File: config.mk
export PLATFORM = sky130hd
export DESIGN_NAME = reglist_walker
export DESIGN_NICKNAME = d
export VERILOG_FILES = /design/src/rtl/reglist_pkg.sv /design/src/rtl/reglist_lowbit.sv /design/src/rtl/reglist_popcnt.sv /design/src/rtl/reglist_abus.sv /design/src/rtl/reglist_walker.sv
export SDC_FILE = /design/constraint.sdc
export NUM_CORES = 1
export LEC_CHECK = 0
export BUFFER_PORTS_ARGS = -buffer_cell sky130_fd_sc_hd__buf_4
export CAP_MARGIN = 30
export CORE_ASPECT_RATIO = 0.5
export CORE_MARGIN = 3
export CORE_UTILIZATION = 30
export DETAILED_ROUTE_END_ITERATION = 6
export SETUP_SLACK_MARGIN = 0.05
export SYNTH_ARGS = -nofsm -noshare
export SYNTH_HDL_FRONTEND = slang
export SYNTH_SLANG_ARGS = --single-unit
File: constraint.sdc
create_clock -name clk_i -period 1.75 [get_ports clk_i]
set_clock_uncertainty 0.1 [all_clocks]
set_input_delay 0.35 -clock clk_i [delete_from_list [all_inputs] [get_ports clk_i]]
set_output_delay 0.35 -clock clk_i [all_outputs]
set_load 0.01 [all_outputs]
File: src/rtl/reglist_pkg.sv
package reglist_pkg;
  typedef enum logic [1:0] {
    ABUS_ZERO   = 2'd0,
    ABUS_THREE  = 2'd1,
    ABUS_CNT    = 2'd2,
    ABUS_CNT_P3 = 2'd3
  } abus_sel_e;
endpackage

File: src/rtl/reglist_lowbit.sv
module reglist_lowbit #(
  parameter int LIST_W = 16,
  localparam int IDX_W = $clog2(LIST_W)
) (
  input  logic [LIST_W-1:0] bits_i,
  output logic [LIST_W-1:0] onehot_o,
  output logic [IDX_W-1:0]  idx_o,
  output logic              none_o
);
  logic [LIST_W:0] seen;

  assign seen[0] = 1'b0;
  for (genvar i = 0; i < LIST_W; i++) begin : g_prefix
    assign seen[i+1]   = seen[i] | bits_i[i];
    assign onehot_o[i] = bits_i[i] & ~seen[i];
  end

  assign none_o = ~seen[LIST_W];

  always_comb begin
    idx_o = '0;
    for (int i = 0; i < LIST_W; i++) begin
      if (onehot_o[i]) idx_o = idx_o | IDX_W'(i);
    end
  end
endmodule

File: src/rtl/reglist_popcnt.sv
module reglist_popcnt #(
  parameter int LIST_W = 16,
  localparam int CNT_W = $clog2(LIST_W + 1)
) (
  input  logic [LIST_W-1:0] bits_i,
  output logic [CNT_W-1:0]  cnt_o
);
  logic [CNT_W-1:0] part [LIST_W+1];

  assign part[0] = '0;
  for (genvar i = 0; i < LIST_W; i++) begin : g_acc
    assign part[i+1] = part[i] + CNT_W'(bits_i[i]);
  end

  assign cnt_o = part[LIST_W];
endmodule

File: src/rtl/reglist_abus.sv
module reglist_abus
  import reglist_pkg::*;
#(
  parameter int CNT_W  = 5,
  parameter int DATA_W = 32
) (
  input  logic [CNT_W-1:0]  cnt_i,
  input  logic [1:0]        sel_i,
  output logic [DATA_W-1:0] value_o
);
  logic [DATA_W-1:0] scaled;

  // one word (4 bytes) per register
  assign scaled = DATA_W'(cnt_i) << 2;

  always_comb begin
    case (abus_sel_e'(sel_i))
      ABUS_ZERO:   value_o = '0;
      ABUS_THREE:  value_o = DATA_W'(3);
      ABUS_CNT:    value_o = scaled;
      ABUS_CNT_P3: value_o = scaled | DATA_W'(3);
      default:     value_o = '0;
    endcase
  end
endmodule

File: src/rtl/reglist_walker.sv
module reglist_walker #(
  parameter int LIST_W = 16,
  parameter int DATA_W = 32,
  localparam int IDX_W = $clog2(LIST_W),
  localparam int CNT_W = $clog2(LIST_W + 1)
) (
  input  logic              clk_i,
  input  logic              rst_ni,
  input  logic              load_i,
  input  logic [LIST_W-1:0] list_i,
  input  logic              step_i,
  input  logic [1:0]        abus_sel_i,
  output logic [IDX_W-1:0]  reg_idx_o,
  output logic              done_o,
  output logic [DATA_W-1:0] abus_o
);
  logic [LIST_W-1:0] list_q;
  logic [CNT_W-1:0]  cnt_q;
  logic [CNT_W-1:0]  cnt_load;
  logic [LIST_W-1:0] low_onehot;

  reglist_popcnt #(.LIST_W(LIST_W)) u_popcnt (
    .bits_i (list_i),
    .cnt_o  (cnt_load)
  );

  reglist_lowbit #(.LIST_W(LIST_W)) u_lowbit (
    .bits_i   (list_q),
    .onehot_o (low_onehot),
    .idx_o    (reg_idx_o),
    .none_o   (done_o)
  );

  reglist_abus #(.CNT_W(CNT_W), .DATA_W(DATA_W)) u_abus (
    .cnt_i   (cnt_q),
    .sel_i   (abus_sel_i),
    .value_o (abus_o)
  );

  // load beats step; count frozen until next load
  always_ff @(posedge clk_i or negedge rst_ni) begin
    if (!rst_ni) begin
      list_q <= '0;
      cnt_q  <= '0;
    end else if (load_i) begin
      list_q <= list_i;
      cnt_q  <= cnt_load;
    end else if (step_i) begin
      list_q <= list_q & ~low_onehot;
    end
  end
endmodule

Yosys cells after proc, flatten, opt, wreduce, memory -nomap -nowiden
Index checks and enable logic that the tools add are counted.
- $add $sub $neg: 15
- equality and inequality tests: 3
- bitwise logic cells: 48
- reductions and logical operators: 2
- muxes and demuxes: 18
- operators with widths (kind ; number):
    32-bit case mux with 4 select lines ; 1
    5-bit by 1-bit adder with 5-bit output ; 14
    16-bit two-way mux ; 2
    4-bit two-way mux ; 8
    16-bit bitwise AND ; 1
    1-bit NOT ; 16
    16-bit NOT ; 1
    1-bit bitwise AND ; 15
    1-bit OR ; 15
    3-bit two-way mux ; 4
    2-bit equality test, second input constant ; 2
    2-bit two-way mux ; 2
    1-bit by 1-bit adder with 2-bit output ; 1
    2-bit by 1-bit equality test with 1-bit output, second input constant ; 1
    2-bit zero test ; 1
    2-bit nonzero test ; 1
    1-bit two-way mux ; 1
- word-level logic and storage cells: 88
- bits in registers: 21
- bits of input ports: 22
- output and inout port bits: 37

Depth between registers and ports, before layout
- word-level depth: 20
- mapped depth: 13
- mapped depth without buffers: 13

Modules after synthesis
From an unflattened synthesis, not the netlist that was laid out.
- cells, all modules: 205
- area total of the unflattened synthesis: 1934.4 um^2
- by module, submodules not included (module ; cells each ; times used ; seq. area each (um^2) ; area an instance (um^2)):
    reglist_walker ; 80 ; 1 ; 525.5 ; 970.9
    reglist_popcnt ; 41 ; 1 ; 0.0 ; 385.4
    reglist_lowbit ; 51 ; 1 ; 0.0 ; 344.1
    reglist_abus ; 33 ; 1 ; 0.0 ; 234.0

Least setup slack after synthesis
Ideal clock, no wire load.
- kind: input port to flip-flop
- start point: input list_i[2]
- end point: register cnt_q[3]
- data arrival time: 3.536 ns
- required time: 1.530 ns
- buffers on the path: 0
- stages on the path: 11
- setup time: 0.120 ns
- slack: -2.006 ns
- cells stage by stage: inv_1 -> fa_1 -> fa_1 -> fa_1 -> fa_1 -> inv_1 -> ha_1 -> nor2b_1 -> o21a_1 -> or3_1 -> a31o_2
- cells in the longest elaborated chain, start to end: 14
- RTL lines (element ; line ; RTL):
    start: declaration ; reglist_walker.sv:10 ; input logic [LIST_W-1:0] list_i,
    5-bit by 1-bit adder with 5-bit output (14 in a row) ; reglist_popcnt.sv:12 ; assign part[i+1] = part[i] + CNT_W'(bits_i[i]);
    end signal: assignment ; reglist_walker.sv:47 ; cnt_q <= cnt_load;
    end: declaration ; reglist_walker.sv:18 ; logic [CNT_W-1:0] cnt_q;
No other way between the ends.
A chain may end at the register's enable or synchronous reset.

Final worst setup path
- start point: input list_i[5]
- end point: register cnt_q[3]
- cells in the longest elaborated chain, start to end: 11
- RTL lines (element ; line):
    5-bit by 1-bit adder with 5-bit output (11 in a row) ; reglist_popcnt.sv:12
No other way between the ends.

==> results.cfg <==
[timing]
grt_setup_unrepaired = yes
setup_viol = 10
hold_viol_final = 0
maxSlewViolCount = 0
hold_ws_ps = 210
timing.final.crit_share = 2.05
fmax_mhz = 279
worst_slack_ps = -1840
period_minus_slack_ps = 3590
tns_ps = -10220

[cells_and_area]
fin_util = 0.461
area_delta_synth_final_pct = 38.9
final_cell_count_no_fill = 331
final_common_cell = buf_4
nFillCells = 510
final_area_um2 = 2430
multi_input_area_um2 = 1070
drive_above_1_share = 0.364
seqCellArea_um2 = 526
nNetsFinal = 299
layout_common_cells = 56 x buf_4, 25 x conb_1, 23 x inv_1, 21 x dfrtp_1, 20 x nand2_1
n_antenna_cell = 0

[synth]
ys_ff_latch = 21
postSynthAreaPerCell_um2 = 8.83
async_flop_share = 1.00
synth_area_leaders = dfrtp_1 30%, fa_1 11%, buf_4 11%
seq_area_frac_synth = 0.301
ys_types = 40
yosys.area.top_type = dfrtp_1
synth.cell_area_um2 = 1750
dominantRegCellSynth = dfrtp_1
yosysWarnings = 0
synth_cells = 198
synth_edf_count = 0
yosysTopAreaCellShare = 0.301

[placement]
io_buffers = 30
placed_cell_area_um2 = 2180
dp_hpwl_mm = 3.35
place_ws_ps = -2130
gp_congestion = 0.795
dp_cells = 318

[global_routing]
overflow = 0
grt.total_usage = 0.129
grt_antenna_before_repair = 0
grt_max_degree = 40
grt_pass1_wl_mm = 6.93
grt_pass1_vias = 1517

[route]
remaining_drc_errors = 0
num_vias = 1495
detail-route-antenna-nets = 0
drt-pass1-iter-count = 5
post_drt_via_cell_ratio = 4.52
drt-wirelength-per-cell_um = 13.0
drt_iter0_drc = 69
drt-total-wl_mm = 4.30

[power_and_ir_drop]
power_frac_clock = 0.229
vdd_drop_max_mv = 0.378
p_leak_nw = 1.20
p_sw_frac = 0.333
p_sw_mw = 0.724
p_comb_frac = 0.481
internal_power_mw = 1.45
power_density_nw_per_um2 = 897
finalPower_mw = 2.18
p_seq_frac = 0.289

[critical_path]
crit_slowest_cell = fa_2
critPathKind = input port to register
cpMostUsedCell = fa_2
worstSetupEndpointType = register
worstPathRequired_ps = 1800
crit_chain = buf_8 -> inv_8 -> fa_1 -> fa_2 -> fa_2 -> fa_1 -> fa_2 -> buf_6 -> nor2b_2 -> o21a_1 -> or3_1 -> a31o_2
cp-start-kind = input port
cp.arrival_ps = 3640
path_max_fanout = 2
slowest_delay_ps = 580

[floorplanning]
core_um2 = 5270
start_util = 0.332
die-area_um2 = 6830
die_x_um = 114
die_height_um = 60.0
num_rows = 18
pin_count = 59

[hold_path]
hold_class = input port to register

[run_status]
status = finished with violations
violations = negative setup slack

[clocking]
worstSkewPairLatency_ps = 260
clockBufferDepth = 2
numCtsBuffers = 3
htree_levels = 1
cts.sinks = 21
clk_pin_slew_ps = 60
cts-root-buf = clkbuf_16
cts_tree = yes

[run]
maxCapViolations = 0
-- registers in the layout (all words and copies together) (netlist names) --
name    count
list_q     16
cnt_q       5
-- cell usage after synthesis (2+ instances only) --
cell type and count:
mux2i_1 4, o21ai_0 17, buf_4 26, nor3_1 3, a21oi_1 4, nand3_1 2
o31ai_1 2, nor2_1 11, and2_1 5, nor2b_1 6, dfrtp_1 21, inv_1 28
o21ai_1 3, nor4_4 3, ha_1 5, a31oi_1 3, nand2b_1 2, nand2_1 20
clkbuf_1 3, fa_1 10
-- cell families after synthesis --
family | Yosys count | share of synthesized area
xor+xnor | 1 | 0.00501
flops | 21 | 0.301
other cells | 1 | 0.00215
simple gates | 54 | 0.175
buf+inv | 60 | 0.190
mux | 5 | 0.0293
compound gates | 41 | 0.148
fa+ha+maj | 15 | 0.150
-- worst max-delay path: cells and delay by family --
kind                     cells  cell delay, ps
AND/OR/NAND/NOR              2             370
AO/OA/AOI/OAI                2             410
adder cells (fa/ha/maj)      5            2290
buffers and inverters        3             220
-- cell type report --
| type | instances | area share |
|---|---|---|
| Clock buffer | 4 | 0.0325 |
| Inverter | 28 | 0.0474 |
| Multi-Input combinational cell | 141 | 0.441 |
| Sequential cell | 21 | 0.216 |
| Tap cell | 70 | 0.0361 |
| Timing Repair Buffer | 67 | 0.227 |
-- per-layer routing --
metal  vias up  GRT usage  routed length [um]
li1        723          -                   -
met1       719      0.156                1780
met2        48      0.245                2250
met3         5     0.0182                 226
met4         0     0.0321                  39
met5         -          0                   0
-- worst paths after layout --
check | startpoint | end | slack, ps | depth (start not counted)
max | list_i[5] | cnt_q[3] | -1840 | 12
min | list_i[9] | list_q[9] | 210 | 3
max reg2reg | list_q[4] | list_q[15] | 30 | 6
min reg2reg | cnt_q[1] | cnt_q[1] | 410 | 2
max in group asynchronous | rst_ni | list_q[6] | 880 | 2
min in group asynchronous | rst_ni | cnt_q[0] | 430 | 2
-- what timing repair did --
item / CTS / global route
endpoints found under the setup margin: 10 / 14
hold buffers: 1 / 0
gates resized for setup: 10 / 16
pin swaps: 8 / 5
setup buffers: 6 / 4
endpoints found under the hold margin: 21 / 0
-- power groups by stage --
stage	logic [mW]	registers (mW)	clock network, mW
6_report	1.05	0.630	0.499
5_1_grt	1.17	0.640	0.526
4_1_cts	1.03	0.630	0.509
3_5_place_dp	0.973	0.639	0
3_3_place_gp	0.931	0.636	0
2_1_floorplan	0.647	0.636	0
No activity file was read; power rests on OpenSTA's default activity.
